`src/rtl/hdlc_tx_pkg.sv`:
```
package hdlc_tx_pkg;
  localparam int unsigned BYTE_W      = 8;
  localparam int unsigned FCS_W       = 16;
  localparam int unsigned STUFF_RUN   = 5;
  localparam logic [7:0]  HDLC_FLAG   = 8'h7E;
  localparam logic [15:0] FCS_PRESET  = 16'hFFFF;
  localparam logic [15:0] FCS_POLY_SR = 16'h8408;

  typedef enum logic [1:0] {
    PH_IDLE,
    PH_DATA,
    PH_CLOSE,
    PH_RAW
  } phase_e;

  typedef enum logic [1:0] {
    SEG_PLAIN,
    SEG_DATA,
    SEG_FCS
  } seg_e;
endpackage

```
`src/rtl/hdlc_tx_fifo.sv`:
```
module hdlc_tx_fifo #(
  parameter int DEPTH = 8,
  parameter int WIDTH = 8
) (
  input  logic             clk,
  input  logic             rst_n,
  input  logic             flush,
  input  logic             wr_en,
  input  logic [WIDTH-1:0] wr_data,
  input  logic             rd_en,
  output logic [WIDTH-1:0] rd_data,
  output logic             empty,
  output logic             full
);
  localparam int AW = (DEPTH > 1) ? $clog2(DEPTH) : 1;
  localparam int CW = $clog2(DEPTH + 1);
  localparam logic [AW-1:0] LAST = AW'(DEPTH - 1);

  logic [WIDTH-1:0] mem_q [DEPTH];
  logic [AW-1:0]    wp_q, wp_n, rp_q, rp_n;
  logic [CW-1:0]    cnt_q, cnt_n;
  logic             wr_ok, rd_ok;

  assign empty   = (cnt_q == '0);
  assign full    = (cnt_q == CW'(DEPTH));
  assign rd_data = mem_q[rp_q];
  assign wr_ok   = wr_en && !full && !flush;
  assign rd_ok   = rd_en && !empty && !flush;

  always_comb begin
    wp_n  = wp_q;
    rp_n  = rp_q;
    cnt_n = cnt_q;
    if (flush) begin
      wp_n  = '0;
      rp_n  = '0;
      cnt_n = '0;
    end else begin
      if (wr_ok) wp_n = (wp_q == LAST) ? '0 : wp_q + AW'(1);
      if (rd_ok) rp_n = (rp_q == LAST) ? '0 : rp_q + AW'(1);
      cnt_n = cnt_q + CW'(wr_ok) - CW'(rd_ok);
    end
  end

  always_ff @(posedge clk or negedge rst_n) begin
    if (!rst_n) begin
      wp_q  <= '0;
      rp_q  <= '0;
      cnt_q <= '0;
    end else begin
      wp_q  <= wp_n;
      rp_q  <= rp_n;
      cnt_q <= cnt_n;
    end
  end

  always_ff @(posedge clk) begin
    if (wr_ok) mem_q[wp_q] <= wr_data;
  end

  AST_FULL_WRITE_DROPPED: assert property (@(posedge clk) disable iff (!rst_n)
    (full && wr_en && !rd_en && !flush) |=> (full && $stable(wp_q)));

  AST_FLUSH_EMPTIES: assert property (@(posedge clk) disable iff (!rst_n)
    flush |=> empty);
endmodule

```
`src/rtl/hdlc_tx_fcs.sv`:
```
module hdlc_tx_fcs
  import hdlc_tx_pkg::*;
(
  input  logic             clk,
  input  logic             rst_n,
  input  logic             init,
  input  logic             upd,
  input  logic             din,
  output logic [FCS_W-1:0] crc
);
  logic [FCS_W-1:0] crc_q, crc_n;

  assign crc = crc_q;

  always_comb begin
    crc_n = crc_q;
    if (init) begin
      crc_n = FCS_PRESET;
    end else if (upd) begin
      crc_n = crc_q >> 1;
      if (crc_q[0] ^ din) crc_n = crc_n ^ FCS_POLY_SR;
    end
  end

  always_ff @(posedge clk or negedge rst_n) begin
    if (!rst_n) crc_q <= FCS_PRESET;
    else        crc_q <= crc_n;
  end
endmodule

```
`src/rtl/hdlc_tx_serdes.sv`:
```
module hdlc_tx_serdes
  import hdlc_tx_pkg::*;
(
  input  logic              clk,
  input  logic              rst_n,
  input  logic              bit_en,
  input  logic              raw_mode,
  input  logic              cmd_start,
  input  logic              cmd_end,
  input  logic              cmd_reset,
  input  logic              fifo_empty,
  input  logic [BYTE_W-1:0] fifo_data,
  output logic              fifo_pop,
  input  logic [FCS_W-1:0]  fcs_val,
  output logic              fcs_init,
  output logic              fcs_upd,
  output logic              fcs_bit,
  output logic              tx_bit,
  output logic              underrun
);
  localparam logic [4:0] NB_BYTE = 5'd8;
  localparam logic [4:0] NB_FCS  = 5'(FCS_W);
  localparam logic [2:0] RUN_MAX = 3'(STUFF_RUN);
  localparam logic [15:0] FILL   = 16'hFFFF;

  phase_e      ph_q, ph_n;
  seg_e        seg_q, seg_n, seg_w;
  logic [15:0] sh_q, sh_n, sh_w;
  logic [4:0]  nl_q, nl_n, nl_w;
  logic [2:0]  ones_q, ones_n;
  logic        tx_q, tx_n;
  logic        go_q, go_n;
  logic        end_q, end_n;
  logic        und_q, und_n;
  logic        clr;

  assign tx_bit   = tx_q;
  assign underrun = und_q;

  always_comb begin
    ph_n     = ph_q;
    seg_n    = seg_q;
    sh_n     = sh_q;
    nl_n     = nl_q;
    ones_n   = ones_q;
    tx_n     = tx_q;
    go_n     = go_q;
    end_n    = end_q;
    und_n    = und_q;
    sh_w     = sh_q;
    nl_w     = nl_q;
    seg_w    = seg_q;
    clr      = 1'b0;
    fifo_pop = 1'b0;
    fcs_init = 1'b0;
    fcs_upd  = 1'b0;
    fcs_bit  = 1'b0;

    if (bit_en) begin
      if (ones_q == RUN_MAX) begin
        tx_n   = 1'b0;
        ones_n = '0;
      end else begin
        if (nl_q == '0) begin
          sh_w  = FILL;
          nl_w  = 5'd1;
          seg_w = SEG_PLAIN;
          case (ph_q)
            PH_IDLE: begin
              if (go_q) begin
                if (raw_mode) begin
                  ph_n = PH_RAW;
                end else begin
                  sh_w     = {8'hFF, HDLC_FLAG};
                  nl_w     = NB_BYTE;
                  fcs_init = 1'b1;
                  ph_n     = PH_DATA;
                end
              end
            end
            PH_RAW: begin
              if (end_q) begin
                clr  = 1'b1;
                ph_n = PH_IDLE;
              end else if (!fifo_empty) begin
                fifo_pop = 1'b1;
                sh_w     = {8'hFF, fifo_data};
                nl_w     = NB_BYTE;
              end
            end
            PH_DATA: begin
              if (!fifo_empty) begin
                fifo_pop = 1'b1;
                sh_w     = {8'hFF, fifo_data};
                nl_w     = NB_BYTE;
                seg_w    = SEG_DATA;
              end else if (end_q) begin
                sh_w  = ~fcs_val;
                nl_w  = NB_FCS;
                seg_w = SEG_FCS;
                ph_n  = PH_CLOSE;
              end else begin
                nl_w  = NB_BYTE;
                und_n = 1'b1;
                clr   = 1'b1;
                ph_n  = PH_IDLE;
              end
            end
            PH_CLOSE: begin
              sh_w = {8'hFF, HDLC_FLAG};
              nl_w = NB_BYTE;
              clr  = 1'b1;
              ph_n = PH_IDLE;
            end
            default: ;
          endcase
        end
        tx_n  = sh_w[0];
        sh_n  = {1'b1, sh_w[15:1]};
        nl_n  = nl_w - 5'd1;
        seg_n = seg_w;
        if (seg_w != SEG_PLAIN) ones_n = sh_w[0] ? ones_q + 3'd1 : 3'd0;
        else                    ones_n = '0;
        if (seg_w == SEG_DATA) begin
          fcs_upd = 1'b1;
          fcs_bit = sh_w[0];
        end
      end
    end

    if (clr) begin
      go_n  = 1'b0;
      end_n = 1'b0;
    end
    if (cmd_start) go_n  = 1'b1;
    if (cmd_end)   end_n = 1'b1;

    if (cmd_reset) begin
      ph_n     = PH_IDLE;
      seg_n    = SEG_PLAIN;
      sh_n     = FILL;
      nl_n     = '0;
      ones_n   = '0;
      tx_n     = 1'b1;
      go_n     = 1'b0;
      end_n    = 1'b0;
      und_n    = 1'b0;
      fifo_pop = 1'b0;
      fcs_init = 1'b0;
      fcs_upd  = 1'b0;
    end
  end

  always_ff @(posedge clk or negedge rst_n) begin
    if (!rst_n) begin
      ph_q   <= PH_IDLE;
      seg_q  <= SEG_PLAIN;
      sh_q   <= FILL;
      nl_q   <= '0;
      ones_q <= '0;
      tx_q   <= 1'b1;
      go_q   <= 1'b0;
      end_q  <= 1'b0;
      und_q  <= 1'b0;
    end else begin
      ph_q   <= ph_n;
      seg_q  <= seg_n;
      sh_q   <= sh_n;
      nl_q   <= nl_n;
      ones_q <= ones_n;
      tx_q   <= tx_n;
      go_q   <= go_n;
      end_q  <= end_n;
      und_q  <= und_n;
    end
  end

  AST_STUFF_ZERO_SENT: assert property (@(posedge clk) disable iff (!rst_n)
    (bit_en && ones_q == RUN_MAX && !cmd_reset) |=> !tx_bit);

  AST_HOLD_WITHOUT_ENABLE: assert property (@(posedge clk) disable iff (!rst_n)
    (!bit_en && !cmd_reset) |=> $stable(tx_bit));

  AST_RESET_IDLES_LINE: assert property (@(posedge clk) disable iff (!rst_n)
    cmd_reset |=> (tx_bit && !underrun && ph_q == PH_IDLE));

  AST_UNDERRUN_STICKY: assert property (@(posedge clk) disable iff (!rst_n)
    (underrun && !cmd_reset) |=> underrun);

  AST_RAW_NO_UNDERRUN: assert property (@(posedge clk) disable iff (!rst_n)
    (ph_q == PH_RAW && !underrun) |=> !underrun);
endmodule

```
`src/rtl/hdlc_dual_tx.sv`:
```
module hdlc_dual_tx
  import hdlc_tx_pkg::*;
#(
  parameter int FIFO_DEPTH = 8
) (
  input  logic       clk,
  input  logic       rst_n,
  input  logic       bit_en,
  input  logic       raw_mode,
  input  logic       wr_en,
  input  logic [7:0] wr_data,
  input  logic       cmd_start,
  input  logic       cmd_end,
  input  logic       cmd_reset,
  output logic       tx_bit,
  output logic       fifo_ready,
  output logic       underrun
);
  logic [1:0]        rsync_q;
  logic              core_rst_n;
  logic              f_empty, f_full, f_pop;
  logic [BYTE_W-1:0] f_data;
  logic [FCS_W-1:0]  fcs_val;
  logic              fcs_init, fcs_upd, fcs_bit;

  always_ff @(posedge clk or negedge rst_n) begin
    if (!rst_n) rsync_q <= 2'b00;
    else        rsync_q <= {rsync_q[0], 1'b1};
  end
  assign core_rst_n = rsync_q[1];

  assign fifo_ready = f_empty;

  hdlc_tx_fifo #(
    .DEPTH (FIFO_DEPTH),
    .WIDTH (BYTE_W)
  ) fifo_i (
    .clk     (clk),
    .rst_n   (core_rst_n),
    .flush   (cmd_reset),
    .wr_en   (wr_en),
    .wr_data (wr_data),
    .rd_en   (f_pop),
    .rd_data (f_data),
    .empty   (f_empty),
    .full    (f_full)
  );

  hdlc_tx_fcs fcs_i (
    .clk   (clk),
    .rst_n (core_rst_n),
    .init  (fcs_init),
    .upd   (fcs_upd),
    .din   (fcs_bit),
    .crc   (fcs_val)
  );

  hdlc_tx_serdes ser_i (
    .clk        (clk),
    .rst_n      (core_rst_n),
    .bit_en     (bit_en),
    .raw_mode   (raw_mode),
    .cmd_start  (cmd_start),
    .cmd_end    (cmd_end),
    .cmd_reset  (cmd_reset),
    .fifo_empty (f_empty),
    .fifo_data  (f_data),
    .fifo_pop   (f_pop),
    .fcs_val    (fcs_val),
    .fcs_init   (fcs_init),
    .fcs_upd    (fcs_upd),
    .fcs_bit    (fcs_bit),
    .tx_bit     (tx_bit),
    .underrun   (underrun)
  );

  AST_FULL_MEANS_BUSY: assert property (@(posedge clk) disable iff (!core_rst_n)
    f_full |-> !fifo_ready);
endmodule

```
`config.mk`:
```
export PLATFORM = sky130hd
export DESIGN_NAME = hdlc_dual_tx
export DESIGN_NICKNAME = d
export VERILOG_FILES = /design/src/rtl/hdlc_tx_pkg.sv /design/src/rtl/hdlc_tx_fifo.sv /design/src/rtl/hdlc_tx_fcs.sv /design/src/rtl/hdlc_tx_serdes.sv /design/src/rtl/hdlc_dual_tx.sv
export SDC_FILE = /design/constraint.sdc
export NUM_CORES = 1
export LEC_CHECK = 0
export BUFFER_PORTS_ARGS = -buffer_cell sky130_fd_sc_hd__buf_4
export CAP_MARGIN = 10
export CORE_ASPECT_RATIO = 0.5
export CORE_MARGIN = 2
export CORE_UTILIZATION = 65
export DETAILED_ROUTE_END_ITERATION = 8
export PLACE_DENSITY = 0.83
export SKIP_LAST_GASP = 1
export SYNTH_ARGS = -nofsm -noshare
export SYNTH_HDL_FRONTEND = slang
export SYNTH_SLANG_ARGS = --single-unit
```
`constraint.sdc`:
```
create_clock -name clk -period 5.1 [get_ports clk]
set_input_delay 1.02 -clock clk [delete_from_list [all_inputs] [get_ports clk]]
set_output_delay 1.02 -clock clk [all_outputs]
set_load 0.005 [all_outputs]
```
==> results of run 1 <==
final cells by class:
| cell class | instances | area (µm²) | share of cell area, % |
|---|---|---|---|
| clock buffers | 18 | 429.2 | 6.571 |
| repair buffers | 21 | 157.7 | 2.414 |
| clock inverters | 14 | 163.9 | 2.510 |
| well taps | 117 | 146.4 | 2.241 |
| inverters | 16 | 60.06 | 0.9195 |
| multi-input cells | 287 | 2135 | 32.68 |
| flip-flops and latches | 123 | 3440 | 52.66 |
metal layers:
metal | vias up | global-route usage, % | wire (µm) | part of all wire (%)
met5 | - | 0 | 0 | 0
met4 | 0 | 11.80 | 144 | 1.2
met3 | 18 | 6.308 | 769 | 6.7
met2 | 139 | 40.63 | 5549 | 48
met1 | 1847 | 37.00 | 5074 | 44
li1 | 1729 | - | - | -
worst max path at each step:
stage | end | slack, ns | cells after the start
detailed placement | fifo_i.cnt_q[2] | 1.46 | 11
global route | fifo_i.cnt_q[1] | 1.51 | 9
floorplan | fifo_i.cnt_q[1] | 2.18 | 9
global placement | fifo_i.cnt_q[2] | 1.59 | 11
finish | fifo_i.cnt_q[1] | 1.71 | 9
CTS | fifo_i.cnt_q[1] | 1.70 | 9
power groups by stage:
stage                     registers (mW)  clock network, mW  logic [mW]
after CTS                           1.38               1.20       0.645
after floorplan                     1.33                  0       0.547
after detailed placement            1.39                  0       0.637
final                               1.38               1.20       0.648
after global routing                1.40               1.25       0.722
after global placement              1.39                  0       0.616
metrics by stage:
| stage | instances | total power [mW] | setup slack, ns |
|---|---|---|---|
| after floorplan | 454 | 1.874 | 2.184 |
| after global placement | 564 | 2.002 | 1.590 |
| after detailed placement | 564 | 2.028 | 1.459 |
| after CTS | 596 | 3.226 | 1.704 |
| after global routing | 596 | 3.374 | 1.506 |
| final | 596 | 3.225 | 1.710 |
Yosys cell counts (5+ instances only):
cell type,count,area [µm²]
nor2_1,45,168.9
ha_1,13,162.7
dfrtp_1,27,675.7
a211o_1,14,122.6
inv_1,16,60.06
a21oi_1,17,85.08
nor3_1,7,35.03
edfxtp_1,64,1922
dfstp_2,32,840.8
nand3_1,11,55.05
nand2_1,36,135.1
mux2i_1,12,120.1
mux4_2,16,360.4
buf_2,7,35.03
clkbuf_1,19,71.32
nand3b_1,5,37.54
o21ai_0,16,80.08
nand2b_1,12,75.07
a211oi_1,12,90.09
flip-flops by register name, summed over array words and instances (netlist names), 3 cells and up:
name,cells
ser_i.sh_q,15
fifo_i.rp_q,3
fifo_i.mem_q,64
ser_i.nl_q,5
ser_i.ones_q,3
fcs_i.crc,16
fifo_i.cnt_q,4
fifo_i.wp_q,3
logic make-up (layout without fill, tap and decap cells):
kind of cell	count (synthesis)	after routing	share of synthesized area, %
compound gates	96	96	12.26
xor+xnor	3	3	0.4567
fa+ha+maj	14	14	3.175
buf+inv	44	69	3.153
flops	123	123	59.75
mux	31	31	8.937
other cells	1	1	0.06517
simple gates	142	142	12.20
==> out/qor.csv, run 1 <==
stage,metric,value,unit
synth,"Avg Cell Area, Syn",12.67,µm²
synth,post-synthesis cell area,0.005754,mm²
timing,RSZ-0062 raised after global routing,no,
setup_path,Worst Path Required,5.38,ns
setup_path,Worst path slowest cell,or4_4,
grt,global-route wire length before repair,18.80,mm
hold_path,Hold Path End,rsync_q[1],
clock_network,Post-CTS Hold Buffers,0,
synth,Synth cell types,60,
grt,largest net degree at the start of global routing,58,
clock_network,cts repair resizes,0,
outcome,status,completed,
synth,ys flop type,edfxtp_1,
setup_path,worst r2r path cells,9,
final_layout,Layout Nets,496,
timing,Min Hold Slack,0.3739,ns
final_layout,share of layout cells above drive strength 1,23.80,%
synth,share of flip-flops with an asynchronous set or reset,47.97,%
hold_path,HP Start,rsync_q[0],
die,CORE AREA,0.008648,mm²
clock_network,Post-CTS Setup Repair Bufs,0,
setup_path,Setup CP Type,flop to flop,
clock_network,Clock Tree Buf Depth,2,
die,initial core utilization,66.54,%
setup_path,CP max FO,19,
placed_design,Detail Placement HPWL,6.946,mm
final_layout,"most common cell after layout, fill and taps aside",edfxtp_1,
final_layout,fin area,0.006531,mm²
final_layout,Fill cells,534,
setup_path,CP Buf/Inv Count,2,
placed_design,placed inst area,0.005938,mm²
timing,Highest Clock Rate,295.0,MHz
setup_path,CP cell instances,or4_4 > nor2_2 > nand3_1 > inv_1 > ha_1 > inv_1 > ha_1 > fa_1 > nor2b_1,
timing,period utilization,66.47,%
setup_path,Worst Path Arrival,3.67,ns
final_layout,Final Util,75.52,%
power_and_ir_drop,Switching Power,992.2,µW
setup_path,CP peak stage delay,0.62,ns
clock_network,"Reg clk slew, reported paths",0.06,ns
setup_path,worst r2r src,ser_i.nl_q[0],
placed_design,gpl congestion,0.8454,
timing,Final Slew Violations,0,
synth,Post-synth EDFFs,64,
detailed_routing,per-cell routed wire length,19.36,µm
grt,initial antenna violation count,0,
setup_path,flop2flop setup slack,1.71,ns
detailed_routing,routed via count,3733,
final_layout,"commonest cells after routing, fill and taps aside","edfxtp_1 (64), nor2_1 (45), nand2_1 (36)",
timing,clk_skew,0.01119,ns
timing,Hold Fails Final Rpt,0,
hold_path,worst min path class,flop to flop,
detailed_routing,DRT Pass-1 Iters,5,
grt,GRT Total Usage,26.52,%
synth,syn_nets,484,
die,die area,0.009667,mm²
synth,Synth warnings,0,
power_and_ir_drop,Comb pwr share,20.1,%
setup_path,worst reg2reg endpoint,fifo_i.cnt_q[1],
job,max cap viols,0,
detailed_routing,First DRT Iteration DRCs,341,
placed_design,PortBufs,18,
final_layout,Syn-to-layout area delta,13.50,%
clock_network,H-tree depth,4,
die,Chip Width,137.1,µm
timing,TNS Setup,0,ns
die,# IOs,19,
synth,"Seq/Total Area, Yosys",59.75,%
synth,post-synthesis cell count,454,
clock_network,# clock sinks,123,
timing,min Tclk post-route,3.390,ns
setup_path,startpoint type of the worst setup path,flop,
final_layout,ant diodes,0,
grt,vias in the first global route,3666,
clock_network,Clk Tree Root Cell,clkbuf_16,
power_and_ir_drop,power per cell area,493.8,mW/mm²
power_and_ir_drop,Reg power frac,42.9,%
setup_path,launch point of the critical path,ser_i.nl_q[0],
power_and_ir_drop,maximum vdd drop,0.3734,mV
die,FP Rows,24,
timing,Slew @ Worst Pin,1.232,ns
synth,"flops & latches, synth",123,
die,Die H,70.53,µm
power_and_ir_drop,Lkg Pwr,2.456,nW
hold_path,hold path depth,0,
power_and_ir_drop,Sw Ratio,30.77,%
timing,final setup violation count,0,
timing,relative slew slack,17.21,%
setup_path,Crit. End Element,flop,
setup_path,Top delay family on crit path,simple AND/OR/NAND/NOR gates,
clock_network,clk_lat worst skew,0.42,ns
clock_network,CTS Buf Count,17,
detailed_routing,vias per std cell,6.263,
power_and_ir_drop,Int Power,2.233,mW
detailed_routing,Total Routed Length,11.54,mm
clock_network,CTS tree,yes,
detailed_routing,ANT nets after route,0,
grt,gr ovfl total,0,
power_and_ir_drop,Clk network pwr share,37.1,%
detailed_routing,DR DRC count,0,
Note: power is estimated with default switching activity, not from simulation.
==> inputs of run 2 (changes only) <==
- ABC_AREA: not set -> 1
- CORE_UTILIZATION: 65 -> 62
- PLACE_DENSITY: 0.83 -> 0.8
- clock period: 5.1 -> 3.3 ns (I/O delays scaled with it)
==> run 2 against run 1 <==
Effect of this change: critical path depth up 6; hold slack about the same; area after synthesis down 1.1%; synthesized cell count up 20%; critical path type unchanged; critical endpoint is now fifo_i.cnt_q[3]; largest cell class unchanged; highest routed layer unchanged.
==> out/qor.csv, run 2 <==
stage,metric,value,unit,change
synth,ys flop type,edfxtp_1,,
synth,"Avg Cell Area, Syn",10.44,µm²,-18%
synth,share of flip-flops with an asynchronous set or reset,47.97,%,unchanged
final_layout,fin cells,709,,+19%
grt,gr ovfl total,0,,unchanged
final_layout,Reg with most FFs,fifo_i.mem_q,,
timing,post-route worst setup slack,0.5898,ns,-1.120 ns
clock_network,CTS Buf Count,17,,unchanged
setup_path,Worst Path Required,3.65,ns,-1.73 ns
detailed_routing,met3 WL,913,µm,+19%
synth,post-synth top area cell,edfxtp_1,,
synth,"Seq/Total Area, Yosys",60.42,%,+0.67 points
clock_network,clk_lat worst skew,0.42,ns,about the same
detailed_routing,vias per std cell,5.856,,-6.5%
detailed_routing,Total Routed Length,12.49,mm,+8.3%
hold_path,HP Start,rsync_q[0],,
setup_path,flop2flop setup slack,0.59,ns,-1.12 ns
grt,largest net degree at the start of global routing,43,,-26%
synth,Synth warnings,0,,unchanged
power_and_ir_drop,Total Power,5.514,mW,+71%
clock_network,H-tree depth,4,,unchanged
timing,clk_skew,0.007578,ns,-0.003611 ns
grt,vias in the first global route,4051,,+11%
timing,RSZ-0062 raised after global routing,no,,
final_layout,Final Util,74.96,%,-0.56 points
synth,most frequent cells after synthesis,"nand2_1 (93), edfxtp_1 (64), inv_1 (57)",,
timing,Slew @ Worst Pin,0.9360,ns,-0.2956 ns
clock_network,cts repair resizes,0,,unchanged
die,die area,0.01001,mm²,+3.5%
setup_path,startpoint type of the worst setup path,flop,,
clock_network,"Reg clk slew, reported paths",0.06,ns,about the same
setup_path,Worst Path Arrival,3.06,ns,-0.61 ns
synth,post-synthesis cell area,0.005690,mm²,-1.1%
detailed_routing,DR DRC count,0,,unchanged
final_layout,max reg flops,64,,unchanged
clock_network,Clk Tree Root Cell,clkbuf_16,,
power_and_ir_drop,power per cell area,836.1,mW/mm²,+69%
detailed_routing,routed via count,4152,,+11%
timing,min Tclk post-route,2.710,ns,-0.6796 ns
detailed_routing,per-cell routed wire length,17.62,µm,-9.0%
final_layout,"commonest cells after routing, fill and taps aside","nand2_1 (93), edfxtp_1 (64), inv_1 (57)",,
placed_design,PortBufs,18,,unchanged
final_layout,Syn-to-layout area delta,15.90,%,
placed_design,Detail Placement HPWL,7.837,mm,+13%
die,FP Rows,24,,unchanged
placed_design,Inst Count DP,676,,+20%
setup_path,Setup CP Type,flop to flop,,
detailed_routing,ANT nets after route,0,,unchanged
timing,TNS Setup,0,ns,unchanged
synth,ranking of synthesized cells by area,"edfxtp_1 (34%), dfstp_2 (15%), dfrtp_1 (12%)",,
placed_design,placed inst area,0.005986,mm²,+0.80%
hold_path,worst min path class,flop to flop,,
timing,relative slew slack,37.60,%,+20 points
power_and_ir_drop,maximum vdd drop,0.5291,mV,+42%
timing,Hold Fails Final Rpt,0,,unchanged
outcome,status,completed,,
final_layout,fin area,0.006595,mm²,+0.98%
synth,Synth top area share,33.77,%,+0.37 points
power_and_ir_drop,Lkg Pwr,2.752,nW,+12%
synth,"count leader, synth",nand2_1,,
setup_path,CP max FO,9,,-10
timing,Min Hold Slack,0.3743,ns,+0.0003540 ns
detailed_routing,M1 wire length,5.384,mm,+6.1%
clock_network,# clock sinks,123,,unchanged
detailed_routing,First DRT Iteration DRCs,433,,+27%
final_layout,Fill cells,583,,+9.2%
placed_design,dpl ws,0.5205,ns,-0.9384 ns
setup_path,launch point of the critical path,ser_i.ones_q[0],,
setup_path,worst r2r src,ser_i.ones_q[0],,
detailed_routing,Top Layer Used,met4,,
detailed_routing,metal2 WL,5.896,mm,+6.3%
setup_path,Crit. End Element,flop,,
synth,"flops & latches, synth",123,,unchanged
grt,global-route wire length before repair,20.38,mm,+8.4%
timing,Highest Clock Rate,369.0,MHz,+25%
timing,Final Slew Violations,0,,unchanged
clock_network,Clock Tree Buf Depth,2,,unchanged
die,Chip Width,139.5,µm,+1.8%
synth,syn_nets,575,,+19%
die,CORE AREA,0.008798,mm²,+1.7%
die,# IOs,19,,unchanged
grt,initial antenna violation count,0,,unchanged
die,initial core utilization,64.68,%,-1.9 points
clock_network,Post-CTS Setup Repair Bufs,0,,unchanged
grt,GRT Total Usage,27.39,%,+0.87 points
final_layout,Layout Nets,609,,+23%
detailed_routing,DRT Pass-1 Iters,5,,unchanged
final_layout,"most common cell after layout, fill and taps aside",nand2_1,,
clock_network,CTS tree,yes,,
synth,Post-synth EDFFs,64,,unchanged
final_layout,ant diodes,0,,unchanged
die,Die H,71.75,µm,+1.7%
timing,period utilization,82.13,%,+16 points
final_layout,share of layout cells above drive strength 1,21.79,%,-2.0 points
timing,final setup violation count,0,,unchanged
placed_design,gpl congestion,0.8342,,-1.3%
synth,Synth cell types,45,,-25%
job,max cap viols,0,,unchanged
synth,post-synthesis cell count,545,,+20%
-- run 2: cell types whose count changed in the layout (fill, tap and decap cells not counted), moves of 14 or more --
cell | before | now
a211o_1 | 14 | 0
nand3_1 | 11 | 27
mux4_2 | 16 | 0
a21oi_1 | 17 | 45
o22ai_1 | 0 | 18
nand2_1 | 36 | 93
inv_1 | 16 | 57
-- run 2: what timing repair did --
action | in CTS | in global routing
hold buffers | 1 | 0
hold endpoints to repair | 2 | 0
setup endpoints to repair | 0 | 0
-- run 2: layer usage --
metal	GRT usage (%)	up-vias
met3	8.757	31
met4	13.47	0
met5	0	-
met2	43.19	172
li1	-	1961
met1	35.14	1988
-- run 2: power breakdown --
part | internal, mW | leakage, nW | switching [mW]
clock network | 1.14 | 0.296 | 0.752
registers | 1.93 | 1.27 | 0.161
logic | 0.524 | 1.18 | 1.01
total | 3.59 | 2.75 | 1.92
-- run 2: cell type report --
class,instances,area [µm²],area share [%]
multi-input combinational,339,1909,28.95
inverter,64,242.7,3.681
tap,117,146.4,2.220
timing repair buffer,34,257.7,3.908
sequential,123,3440,52.15
clock buffer,17,425.4,6.450
clock inverter,15,173.9,2.637
-- run 2: worst max-delay path, stage by stage, from the launching register on --
cell,delay (ns)
dfrtp_1,0.40
ha_1,0.20
nand2_1,0.06
nand2_1,0.17
nor2_1,0.14
inv_1,0.07
nor2_1,0.10
inv_1,0.09
nor2_1,0.28
ha_1,0.21
inv_1,0.07
ha_1,0.30
a21o_1,0.16
a21oi_1,0.15
o21ai_0,0.09
a21oi_1,0.14
-- run 2: cell families (layout without fill, tap and decap cells) --
logic type	after synthesis	in the layout	synth area share, %
AND/OR/NAND/NOR	187	187	14.47
flip-flops	123	123	60.42
AO/OA/AOI/OAI	132	132	15.02
buffers and inverters	83	130	6.025
multiplexers	1	1	0.1759
other	1	1	0.06590
adder cells (fa/ha/maj)	14	14	3.210
XOR/XNOR	4	4	0.6158
-- run 2: worst paths after layout --
kind | end | cells past startpoint
min in group asynchronous | fifo_i.wp_q[1] | 0
max in group asynchronous | ser_i.sh_q[12] | 1
min | rsync_q[1] | 0
min reg2reg | rsync_q[1] | 0
max reg2reg | fifo_i.cnt_q[3] | 15
max | fifo_i.cnt_q[3] | 15
==> inputs of run 3 (changes only) <==
- clock period: 3.3 -> 2.6 ns (I/O delays scaled with it)
==> run 3 against run 2 <==
Effect of this change: power is 31% higher; sequential share of layout area fell by 1.0 points; design area is 2.0% higher.
==> out/qor.csv, run 3 (synthesized netlist as in run 2, its figures left out) <==
stage,metric,value,unit,change
power_and_ir_drop,Total Power,7.216,mW,+31%
clock_network,H-tree depth,4,,unchanged
detailed_routing,vias per std cell,5.899,,+0.73%
setup_path,worst r2r path cells,15,,unchanged
die,die area,0.01001,mm²,unchanged
timing,min Tclk post-route,2.419,ns,-0.2913 ns
placed_design,gpl congestion,0.9273,,+11%
setup_path,worst reg2reg endpoint,fifo_i.cnt_q[2],,
grt,initial antenna violation count,0,,unchanged
setup_path,launch point of the critical path,ser_i.ones_q[1],,
detailed_routing,ANT nets after route,0,,unchanged
placed_design,Detail Placement HPWL,8.049,mm,+2.7%
detailed_routing,per-cell routed wire length,18.12,µm,+2.8%
final_layout,ant diodes,0,,unchanged
clock_network,CTS Buf Count,17,,unchanged
setup_path,Worst Path Required,2.90,ns,-0.75 ns
clock_network,Clk Tree Root Cell,clkbuf_16,,
power_and_ir_drop,power per cell area,1073,mW/mm²,+28%
power_and_ir_drop,maximum vdd drop,0.6180,mV,+17%
clock_network,"Reg clk slew, reported paths",0.06,ns,about the same
grt,gr ovfl total,0,,unchanged
clock_network,CTS tree,yes,,
clock_network,Clock Tree Buf Depth,2,,unchanged
setup_path,startpoint type of the worst setup path,flop,,
timing,relative slew slack,50.89,%,+13 points
final_layout,fin cells,721,,+1.7%
setup_path,flop2flop setup slack,0.18,ns,-0.41 ns
grt,global-route wire length before repair,21.31,mm,+4.6%
final_layout,Syn-to-layout area delta,18.18,%,
setup_path,CP max FO,3,,-6
timing,TNS Setup,0,ns,unchanged
final_layout,Reg with most FFs,fifo_i.mem_q,,
setup_path,crit path capture,fifo_i.cnt_q[2],,
timing,final setup violation count,0,,unchanged
job,max cap viols,0,,unchanged
outcome,status,completed,,
timing,clk_skew,0.01232,ns,+0.004741 ns
grt,GRT Total Usage,28.25,%,+0.86 points
setup_path,worst r2r src,ser_i.ones_q[1],,
setup_path,CP peak stage delay,0.42,ns,+0.02 ns
die,# IOs,19,,unchanged
detailed_routing,DR DRC count,0,,unchanged
hold_path,worst min path class,input port to flop,,
grt,vias in the first global route,4284,,+5.8%
timing,RSZ-0062 raised after global routing,no,,
clock_network,clk_lat worst skew,0.42,ns,about the same
die,Chip Width,139.5,µm,unchanged
timing,Final Slew Violations,0,,unchanged
setup_path,Worst Path Arrival,2.72,ns,-0.34 ns
timing,Min Hold Slack,0.2917,ns,-0.08260 ns
detailed_routing,DRT Pass-1 Iters,5,,unchanged
timing,period utilization,93.04,%,+11 points
die,CORE AREA,0.008798,mm²,unchanged
clock_network,# clock sinks,123,,unchanged
final_layout,"commonest cells after routing, fill and taps aside","nand2_1 (93), edfxtp_1 (64), inv_1 (57)",,
timing,Highest Clock Rate,413.4,MHz,+12%
grt,largest net degree at the start of global routing,34,,-21%
die,initial core utilization,64.68,%,unchanged
placed_design,Inst Count DP,685,,+1.3%
die,Die H,71.75,µm,unchanged
placed_design,PortBufs,18,,unchanged
timing,Hold Fails Final Rpt,0,,unchanged
die,FP Rows,24,,unchanged
final_layout,share of layout cells above drive strength 1,23.68,%,+1.9 points
setup_path,Setup CP Type,flop to flop,,
final_layout,Layout Nets,621,,+2.0%
detailed_routing,routed via count,4253,,+2.4%
setup_path,Worst path slowest cell,fa_1,,
setup_path,Crit. End Element,flop,,
timing,Slew @ Worst Pin,0.7367,ns,-0.1993 ns
detailed_routing,First DRT Iteration DRCs,432,,-0.23%
setup_path,Critical Path Most Common Cell,inv_1,,
final_layout,max reg flops,64,,unchanged
detailed_routing,Total Routed Length,13.06,mm,+4.6%
power_and_ir_drop,Lkg Pwr,2.823,nW,+2.6%
setup_path,CP cell instances,inv_1 > ha_1 > nand2_1 > nand2_1 > nor2_1 > inv_1 > nor2_1 > inv_1 > nor2_2 > ha_1 > inv_1 > ha_1 > fa_1 > xnor2_1 > nor2_1,,
final_layout,"most common cell after layout, fill and taps aside",nand2_1,,
==> run 3: power by group <==
group	switching (mW)	leakage [nW]	internal, mW	total (mW)
registers	0.199	1.27	2.45	2.65
clock network	0.883	0.308	1.64	2.52
logic	1.31	1.24	0.736	2.05
total	2.40	2.82	4.82	7.22
==> run 3: per-layer routing <==
layer  routed length, µm  track usage [%]
met5                   0                0
met4                 369            13.80
met3                1025            6.818
met2                6175            45.75
met1                5491            36.73
==> run 3: layout make-up <==
cell class / count / area, µm²
sequential: 123 / 3440
tap: 117 / 146.4
clock inverter: 13 / 190.2
multi-input combinational: 339 / 1916
inverter: 64 / 242.7
fill: 537 / 2073
clock buffer: 19 / 442.9
timing repair buffer: 46 / 347.8
==> run 3: what timing repair did <==
item | in CTS | in global routing
setup buffers | 0 | 3
gates resized for setup | 0 | 2
hold buffers | 1 | 0
setup endpoints to repair | 0 | 1
endpoints found under the hold margin | 2 | 0
==> run 3: worst max-delay path: cells and delay by family, from the launching register on <==
kind | cells | cell delay (ns)
simple gates | 6 | 0.38
fa+ha+maj | 4 | 1.06
xor+xnor | 1 | 0.16
buf+inv | 4 | 0.34
flops | 1 | 0.38
==> run 3: how the worst min path moves through the flow <==
| stage | cells past startpoint | slack, ns | end | from |
|---|---|---|---|---|
| after floorplan | 0 | 0.22 | rsync_q[0] | rst_n |
| after global placement | 1 | 0.30 | rsync_q[0] | rst_n |
| after detailed placement | 1 | 0.30 | rsync_q[0] | rst_n |
| after CTS | 2 | 0.28 | ser_i.tx_bit | bit_en |
| after global routing | 2 | 0.30 | ser_i.tx_bit | bit_en |
| final | 2 | 0.29 | ser_i.tx_bit | bit_en |
==> run 3: per-stage QoR <==
| step | utilization, % | setup slack, ns | instance area [µm²] |
|---|---|---|---|
| floorplan | - | 0.1886 | 5690 |
| global placement | 68.80 | 0.3103 | 6053 |
| detailed placement | 68.80 | 0.2476 | 6053 |
| CTS | 76.11 | 0.1763 | 6696 |
| global route | 76.44 | 0.03263 | 6725 |
| finish | 76.44 | 0.1811 | 6725 |
